`src/rtl/gray_pkg.sv`:
```
package gray_pkg;

    // Width of the converted word.
    localparam int GC_W = 4;

    // Conversion direction.
    typedef enum logic {
        MODE_ENC = 1'b0,
        MODE_DEC = 1'b1
    } conv_mode_e;

    // Binary to reflected Gray.
    function automatic logic [GC_W-1:0] bin_to_gray(input logic [GC_W-1:0] b);
        return b ^ (b >> 1);
    endfunction

    // Number of set bits in a word.
    function automatic int unsigned ones_in(input logic [GC_W-1:0] w);
        int unsigned n;
        n = 0;
        for (int i = 0; i < GC_W; i++) begin
            n += int'(w[i]);
        end
        return n;
    endfunction

endpackage

```
`src/rtl/gc_capture.sv`:
```
module gc_capture
    import gray_pkg::*;
#(
    parameter int WIDTH = GC_W
) (
    input  logic             clk,
    input  logic             rst,
    input  logic             strobe_in,
    input  logic             mode_in,
    input  logic [WIDTH-1:0] word_in,
    output logic [WIDTH-1:0] word_q,
    output conv_mode_e       mode_q,
    output logic             vld_q
);

    // First register stage: the word, the direction and the strobe.
    always_ff @(posedge clk) begin
        if (rst) begin
            word_q <= '0;
            mode_q <= MODE_ENC;
            vld_q  <= 1'b0;
        end else begin
            word_q <= word_in;
            mode_q <= conv_mode_e'(mode_in);
            vld_q  <= strobe_in;
        end
    end

    // the direction is taken at the same edge as its word.
    assert_mode_capture_R6: assert property (@(posedge clk) disable iff (rst)
        1'b1 |=> (mode_q == conv_mode_e'($past(mode_in))) && (word_q == $past(word_in)));

endmodule

```
`src/rtl/gc_xor_chain.sv`:
```
module gc_xor_chain
    import gray_pkg::*;
#(
    parameter int WIDTH = GC_W
) (
    input  logic [WIDTH-1:0] src,
    input  conv_mode_e       mode,
    output logic [WIDTH-1:0] res
);

    // Walk from the top bit down. The second operand of each lower bit
    // is either the raw neighbour above (encode) or the result just
    // produced for that neighbour (decode). The bit right below the top
    // sees the same value both ways, so only the lower bits need a mux.
    always_comb begin
        logic carry;
        logic opnd;
        carry        = src[WIDTH-1];
        res          = '0;
        res[WIDTH-1] = src[WIDTH-1];
        for (int i = WIDTH - 2; i >= 0; i--) begin
            if (i == WIDTH - 2 || mode == MODE_ENC) begin
                opnd = src[i+1];
            end else begin
                opnd = carry;
            end
            carry  = src[i] ^ opnd;
            res[i] = carry;
        end
    end

endmodule

```
`src/rtl/gc_result_reg.sv`:
```
module gc_result_reg
    import gray_pkg::*;
#(
    parameter int WIDTH = GC_W
) (
    input  logic             clk,
    input  logic             rst,
    input  logic [WIDTH-1:0] res_in,
    input  logic             vld_in,
    output logic [WIDTH-1:0] res_q,
    output logic             vld_q
);

    // Second register stage. The word updates on every edge; the flag
    // tells whether it came from a strobed input.
    always_ff @(posedge clk) begin
        if (rst) begin
            res_q <= '0;
            vld_q <= 1'b0;
        end else begin
            res_q <= res_in;
            vld_q <= vld_in;
        end
    end

    // the flag advances exactly one stage per edge.
    assert_valid_follow_R5: assert property (@(posedge clk) disable iff (rst)
        vld_in |=> vld_q);
    // no strobe means no valid output.
    assert_valid_quiet_R9: assert property (@(posedge clk) disable iff (rst)
        !vld_in |=> !vld_q);

endmodule

```
`src/rtl/gray_bidir_conv.sv`:
```
module gray_bidir_conv
    import gray_pkg::*;
(
    input  logic          clk,
    input  logic          rst,
    input  logic          in_strobe,
    input  logic          mode_dec,
    input  logic [3:0]    data_in,
    output logic [3:0]    data_out,
    output logic          out_valid
);

    localparam int W = GC_W;

    logic [W-1:0] a_word;
    conv_mode_e   a_mode;
    logic         a_vld;
    logic [W-1:0] chain_res;

    gc_capture #(.WIDTH(W)) u_capture (
        .clk       (clk),
        .rst       (rst),
        .strobe_in (in_strobe),
        .mode_in   (mode_dec),
        .word_in   (data_in),
        .word_q    (a_word),
        .mode_q    (a_mode),
        .vld_q     (a_vld)
    );

    gc_xor_chain #(.WIDTH(W)) u_chain (
        .src  (a_word),
        .mode (a_mode),
        .res  (chain_res)
    );

    gc_result_reg #(.WIDTH(W)) u_result (
        .clk    (clk),
        .rst    (rst),
        .res_in (chain_res),
        .vld_in (a_vld),
        .res_q  (data_out),
        .vld_q  (out_valid)
    );

    // reset empties the output stage.
    assert_reset_clear_R1: assert property (@(posedge clk)
        rst |=> (data_out == '0) && !out_valid);

    // an encoded word matches the adjacent-bit XOR of its source.
    assert_encode_R2: assert property (@(posedge clk) disable iff (rst)
        (a_mode == MODE_ENC) |=> data_out == bin_to_gray($past(a_word)));

    // a decoded word re-encodes to the Gray word it came from.
    assert_decode_R3: assert property (@(posedge clk) disable iff (rst)
        (a_mode == MODE_DEC) |=> bin_to_gray(data_out) == $past(a_word));

    // the top bit passes straight through in both directions.
    assert_top_bit_R3: assert property (@(posedge clk) disable iff (rst)
        1'b1 |=> data_out[W-1] == $past(a_word[W-1]));

endmodule

```
`config.mk`:
```
export PLATFORM = sky130hd
export DESIGN_NAME = gray_bidir_conv
export DESIGN_NICKNAME = d
export VERILOG_FILES = /design/src/rtl/gray_pkg.sv /design/src/rtl/gc_capture.sv /design/src/rtl/gc_xor_chain.sv /design/src/rtl/gc_result_reg.sv /design/src/rtl/gray_bidir_conv.sv
export SDC_FILE = /design/constraint.sdc
export NUM_CORES = 1
export LEC_CHECK = 0
export BUFFER_PORTS_ARGS = -buffer_cell sky130_fd_sc_hd__buf_2
export CAP_MARGIN = 20
export CORE_AREA = 4 4 41 43
export CTS_CLUSTER_SIZE = 40
export DETAILED_ROUTE_END_ITERATION = 10
export DIE_AREA = 0 0 45 47
export RECOVER_POWER = 50
export SYNTH_ARGS = -nofsm -noshare
export SYNTH_HDL_FRONTEND = slang
export SYNTH_SLANG_ARGS = --single-unit
```
`constraint.sdc`:
```
create_clock -name clk -period 0.9 [get_ports clk]
set_input_delay 0 -clock clk [delete_from_list [all_inputs] [get_ports clk]]
set_output_delay 0 -clock clk [all_outputs]
set_load 0.1 [all_outputs]
```
Yosys cells after proc, flatten, opt, wreduce, memory -nomap -nowiden

Index checks and enable logic that the tools add are counted.

ROM bits: 0
Memories: 0
Word-level logic and storage cells: 10
Latch bits: 0
Register bits: 11
Bits in writable memories: 0
Output and inout port bits: 5
Input port bits: 8

Bitwise gates (word level): 3
Div/mod/pow operators: 0
Add/subtract/negate cells: 0
Mux-type cells: 2
Eq/ne operators: 0
Reductions and logical operators: 0
Multiply operators: 0
Shift operators: 0
Order comparisons: 0

Operators with widths:

| operator      | number |
|---|---|
| $xor A1 B1 Y1 | 3 |
| $mux W1       | 2 |

Logic depth before layout (Yosys ltp)

Depth in word-level cells: 5
Mapped depth: 3
Gate-level depth less buffers: 3

Hierarchy

Synthesis repeated with hierarchy kept, for this count alone.

Cell total of the unflattened synthesis: 30
Area total of the unflattened synthesis: 347.8 um^2

Modules (own cells, without submodules):

| module        | cells an instance | seq. area each (um^2) | times used | area each (um^2) |
|---|---|---|---|---|
| gc_capture    | 12                | 120.1                 | 1          | 157.7 |
| gc_result_reg | 10                | 100.1                 | 1          | 131.4 |
| gc_xor_chain  | 8                 | 0.0                   | 1          | 58.8 |

Least setup slack after synthesis

OpenSTA, ideal clock, no wires.

Path type: reg2out
Start: reg u_result.res_q[0]
End: out data_out[0]
Path buffers: 0
Data required time: 0.900 ns
Stages on the path, launching flop included: 1
Slack: -0.009 ns
Arrival: 0.909 ns
Cells stage by stage: dfxtp_1

RTL lines:

| item                   | RTL line             | RTL |
|---|---|---|
| from (decl)            | gc_result_reg.sv:10  | `output logic [WIDTH-1:0] res_q,` |
| from (signal assigned) | gc_result_reg.sv:21  | `res_q <= res_in;` |
| to (decl)              | gray_bidir_conv.sv:9 | `output logic [3:0] data_out,` |

No word-level cell between the ends.

Final worst setup path

Start: reg u_capture.word_q[3]
End: reg u_result.res_q[0]

Word-level cells in the longest chain between the ends: 5

RTL lines:

| item                   | RTL line           | RTL |
|---|---|---|
| from (decl)            | gc_capture.sv:11   | `output logic [WIDTH-1:0] word_q,` |
| from (signal assigned) | gc_capture.sv:23   | `word_q <= word_in;` |
| $xor A1 B1 Y1          | gc_xor_chain.sv:27 | `carry = src[i] ^ opnd;` |
| $mux W1                | gc_xor_chain.sv:22 | `if (i == WIDTH - 2 \|\| mode == MODE_ENC) begin` |
| $xor A1 B1 Y1          | gc_xor_chain.sv:27 |  |
| $mux W1                | gc_xor_chain.sv:22 |  |
| $xor A1 B1 Y1          | gc_xor_chain.sv:27 |  |

No other way between the ends.
A chain may end at the register's enable or synchronous reset.

==> results.cfg <==
[outcome]
status = completed

[sta]
fmax_ghz = 1.12
hold_viol = 0
tightest_slew_ns = 0.188
slew_viol_final = 0
period_needed_ns = 0.891
final.period_utilization_pct = 99.0
slew_headroom_pct = 87.5
rsz0062_at_grt = yes
finClkSkew_ns = 0.00394
setup_violations = 0

[global_route]
grt_pass1_wl_mm = 1.02
grtUsageTotal_pct = 7.15
grt_max_degree = 12
grt_util_met3_pct = 4.60
top_usage_layer = met2
met2_usage_pct = 12.4
grt.overflow.total = 0
first_global_vias = 261
grt_antenna_before_repair = 0
met1_usage_pct = 6.48

[finish]
area_growth_pct = 81.5
drive_gt1_share_pct = 52.9
nets = 60
final_cell_area_um2 = 627
diodes = 0

[worst_setup_path]
path_buf_inv = 0
crit_chain = xor2_4, nand3_1, nor3b_2
cpLargestDelayFamily = flip-flops
worst_setup_path_end_kind = register
path_max_fanout = 3
critical_path_required_ns = 1.05
arrival_ns = 1.04
path_class = register to register
cp_slowest_cell = dfxtp_4
max_stage_delay_ns = 0.37
critPathLaunchType = register

[pwr]
sw_frac_of_total_pct = 28.3
p_int_uw = 804
power.leakage_nw = 0.253
p_per_area_nw_per_um2 = 1790
vdd_ir_drop_max_uv = 1000
p_comb_share_pct = 23.0
clock_power_share_pct = 28.5
total_power_mw = 1.12
seq_power_share_pct = 48.5
switchingPower_uw = 318

[synthesis]
yosysWarnings = 0
synth_top_area_cell = dfxtp_1
synth_nets = 38
yosysSeqAreaShare_pct = 63.8
syn_avg_cell_area_um2 = 11.5
synth_commonest_cells = dfxtp_1, nor2b_1, xnor2_1, xor2_1
synth_most_common_cell = dfxtp_1
synth.area.top_cells = dfxtp_1, nor2b_1, xnor2_1
synth-seq-cells = 11
synth_edf_count = 0
netlist.area_leader.share_pct = 63.8
ys.flop_type = dfxtp_1
syn_inst = 30
netlist_area_um2 = 345
yosysUniqueCellTypes = 10
synthArstFlopShare_pct = 0

[clocking]
cts_root_buf = clkbuf_4
numCtsBuffers = 3
path_clk_slew_ns = 0.06
postCtsSetupBuffers = 0
insertion_delay_ns = 0.26
clockBufferDepth = 2
h-tree-depth = 1
cts.sinks = 11
cts_tree = built

[die]
die_w_um = 45
num_rows = 13
dieArea_um2 = 2120
die_h_um = 47
core_area_um2 = 1300
start_util_pct = 26.5
ioPinCount = 13

[routing]
drt_iter0_markers = 0
ant_nets = 0
viasPerCell = 3.88
drt_pass1_iterations = 1
wl_per_cell_um = 8.59
drcViolationCount = 0
vias = 256
finalWirelength_um = 567

[placed_design]
placed_area_um2 = 502
io_buffers = 12
routabilityCongestion = 0.640

[run]
drv_cap = 0

[worst_hold_path]
hold_path_class = input pin to register
path summary, 6_finish.rpt:
path | startpoint | end | slack [ns] | cells after the start
worst max-delay path | u_capture.word_q[3] | u_result.res_q[0] | 0.009 | 3
worst min register to register | u_capture.vld_q | u_result.vld_q | 0.44 | 1
worst min-delay path | rst | u_capture.word_q[2] | 0.03 | 2
worst max register to register | u_capture.word_q[3] | u_result.res_q[0] | 0.009 | 3
per-layer routing:
| layer | part of all wire [%] | wire [um] |
|---|---|---|
| met4 | 2.1 | 12 |
| met5 | 0 | 0 |
| met1 | 37 | 208 |
| met2 | 52 | 293 |
| met3 | 9.3 | 53 |
power groups by stage:
| stage | logic [mW] | registers [mW] | clock network (mW) |
|---|---|---|---|
| 2_1_floorplan | 0.0450 | 0.650 | 0 |
| 3_3_place_gp | 0.229 | 0.550 | 0 |
| 3_5_place_dp | 0.230 | 0.551 | 0 |
| 4_1_cts | 0.251 | 0.543 | 0.328 |
| 5_1_grt | 0.271 | 0.548 | 0.351 |
| 6_report | 0.258 | 0.545 | 0.320 |
placed cells by master (no fill, tap or decap):
| master | count |
|---|---|
| a21oi_2 | 1 |
| buf_12 | 5 |
| buf_2 | 7 |
| clkbuf_1 | 1 |
| clkbuf_4 | 3 |
| dfxtp_1 | 3 |
| dfxtp_2 | 6 |
| dfxtp_4 | 2 |
| dlygate4sd3_1 | 6 |
| nand2_1 | 1 |
| nand3_1 | 1 |
| nor2_1 | 1 |
| nor2b_1 | 9 |
| nor3b_2 | 1 |
| xnor2_1 | 2 |
| xor2_2 | 1 |
| xor2_4 | 1 |
kinds of logic (layout without fill, tap and decap cells):
logic type / after synthesis / after routing / synth area share, %
AOI/OAI and AO/OA: 1 / 1 / 1.45
xor gates and xnor gates: 4 / 4 / 10.1
buffers and inverters: 1 / 22 / 1.09
and+or+nand+nor: 13 / 13 / 23.5
DFF: 11 / 11 / 63.8
per-stage QoR:
stage / setup TNS, ns / utilization (%) / hold WS, ns / cells / setup slack (ns)
after detailed placement: -0.0239 / 38.6 / 0.213 / 56 / -0.0239
final: 0 / 48.2 / 0.0304 / 66 / 0.00937
after global routing: -0.0336 / 48.2 / 0.0615 / 66 / -0.0336
after CTS: 0 / 46.0 / 0.0382 / 66 / 0.0128
after global placement: -0.00171 / 38.6 / 0.206 / 56 / -0.00171
after floorplan: 0 / - / 0.0642 / 30 / 0.0163
state kept, by name (all words and copies together) (netlist names):
signal,count
u_result.vld_q,1
u_capture.vld_q,1
u_capture.word_q,4
u_result.res_q,4
u_capture.mode_q,1
final cells by class:
type	count	area [um^2]
fill	114	674
sequential	11	235
timing repair buffer	18	195
multi-input combinational	18	151
clock buffer	4	26.3
tap	15	18.8
timing repair:
item | in CTS | in global routing
endpoints found under the setup margin | 1 | 1
pin swaps | 1 | 3
hold endpoints to repair | 6 | 0
cloned | 0 | 0
hold buffers | 6 | 0
gates resized for setup | 3 | 6
(Power assumes the default switching activity.)
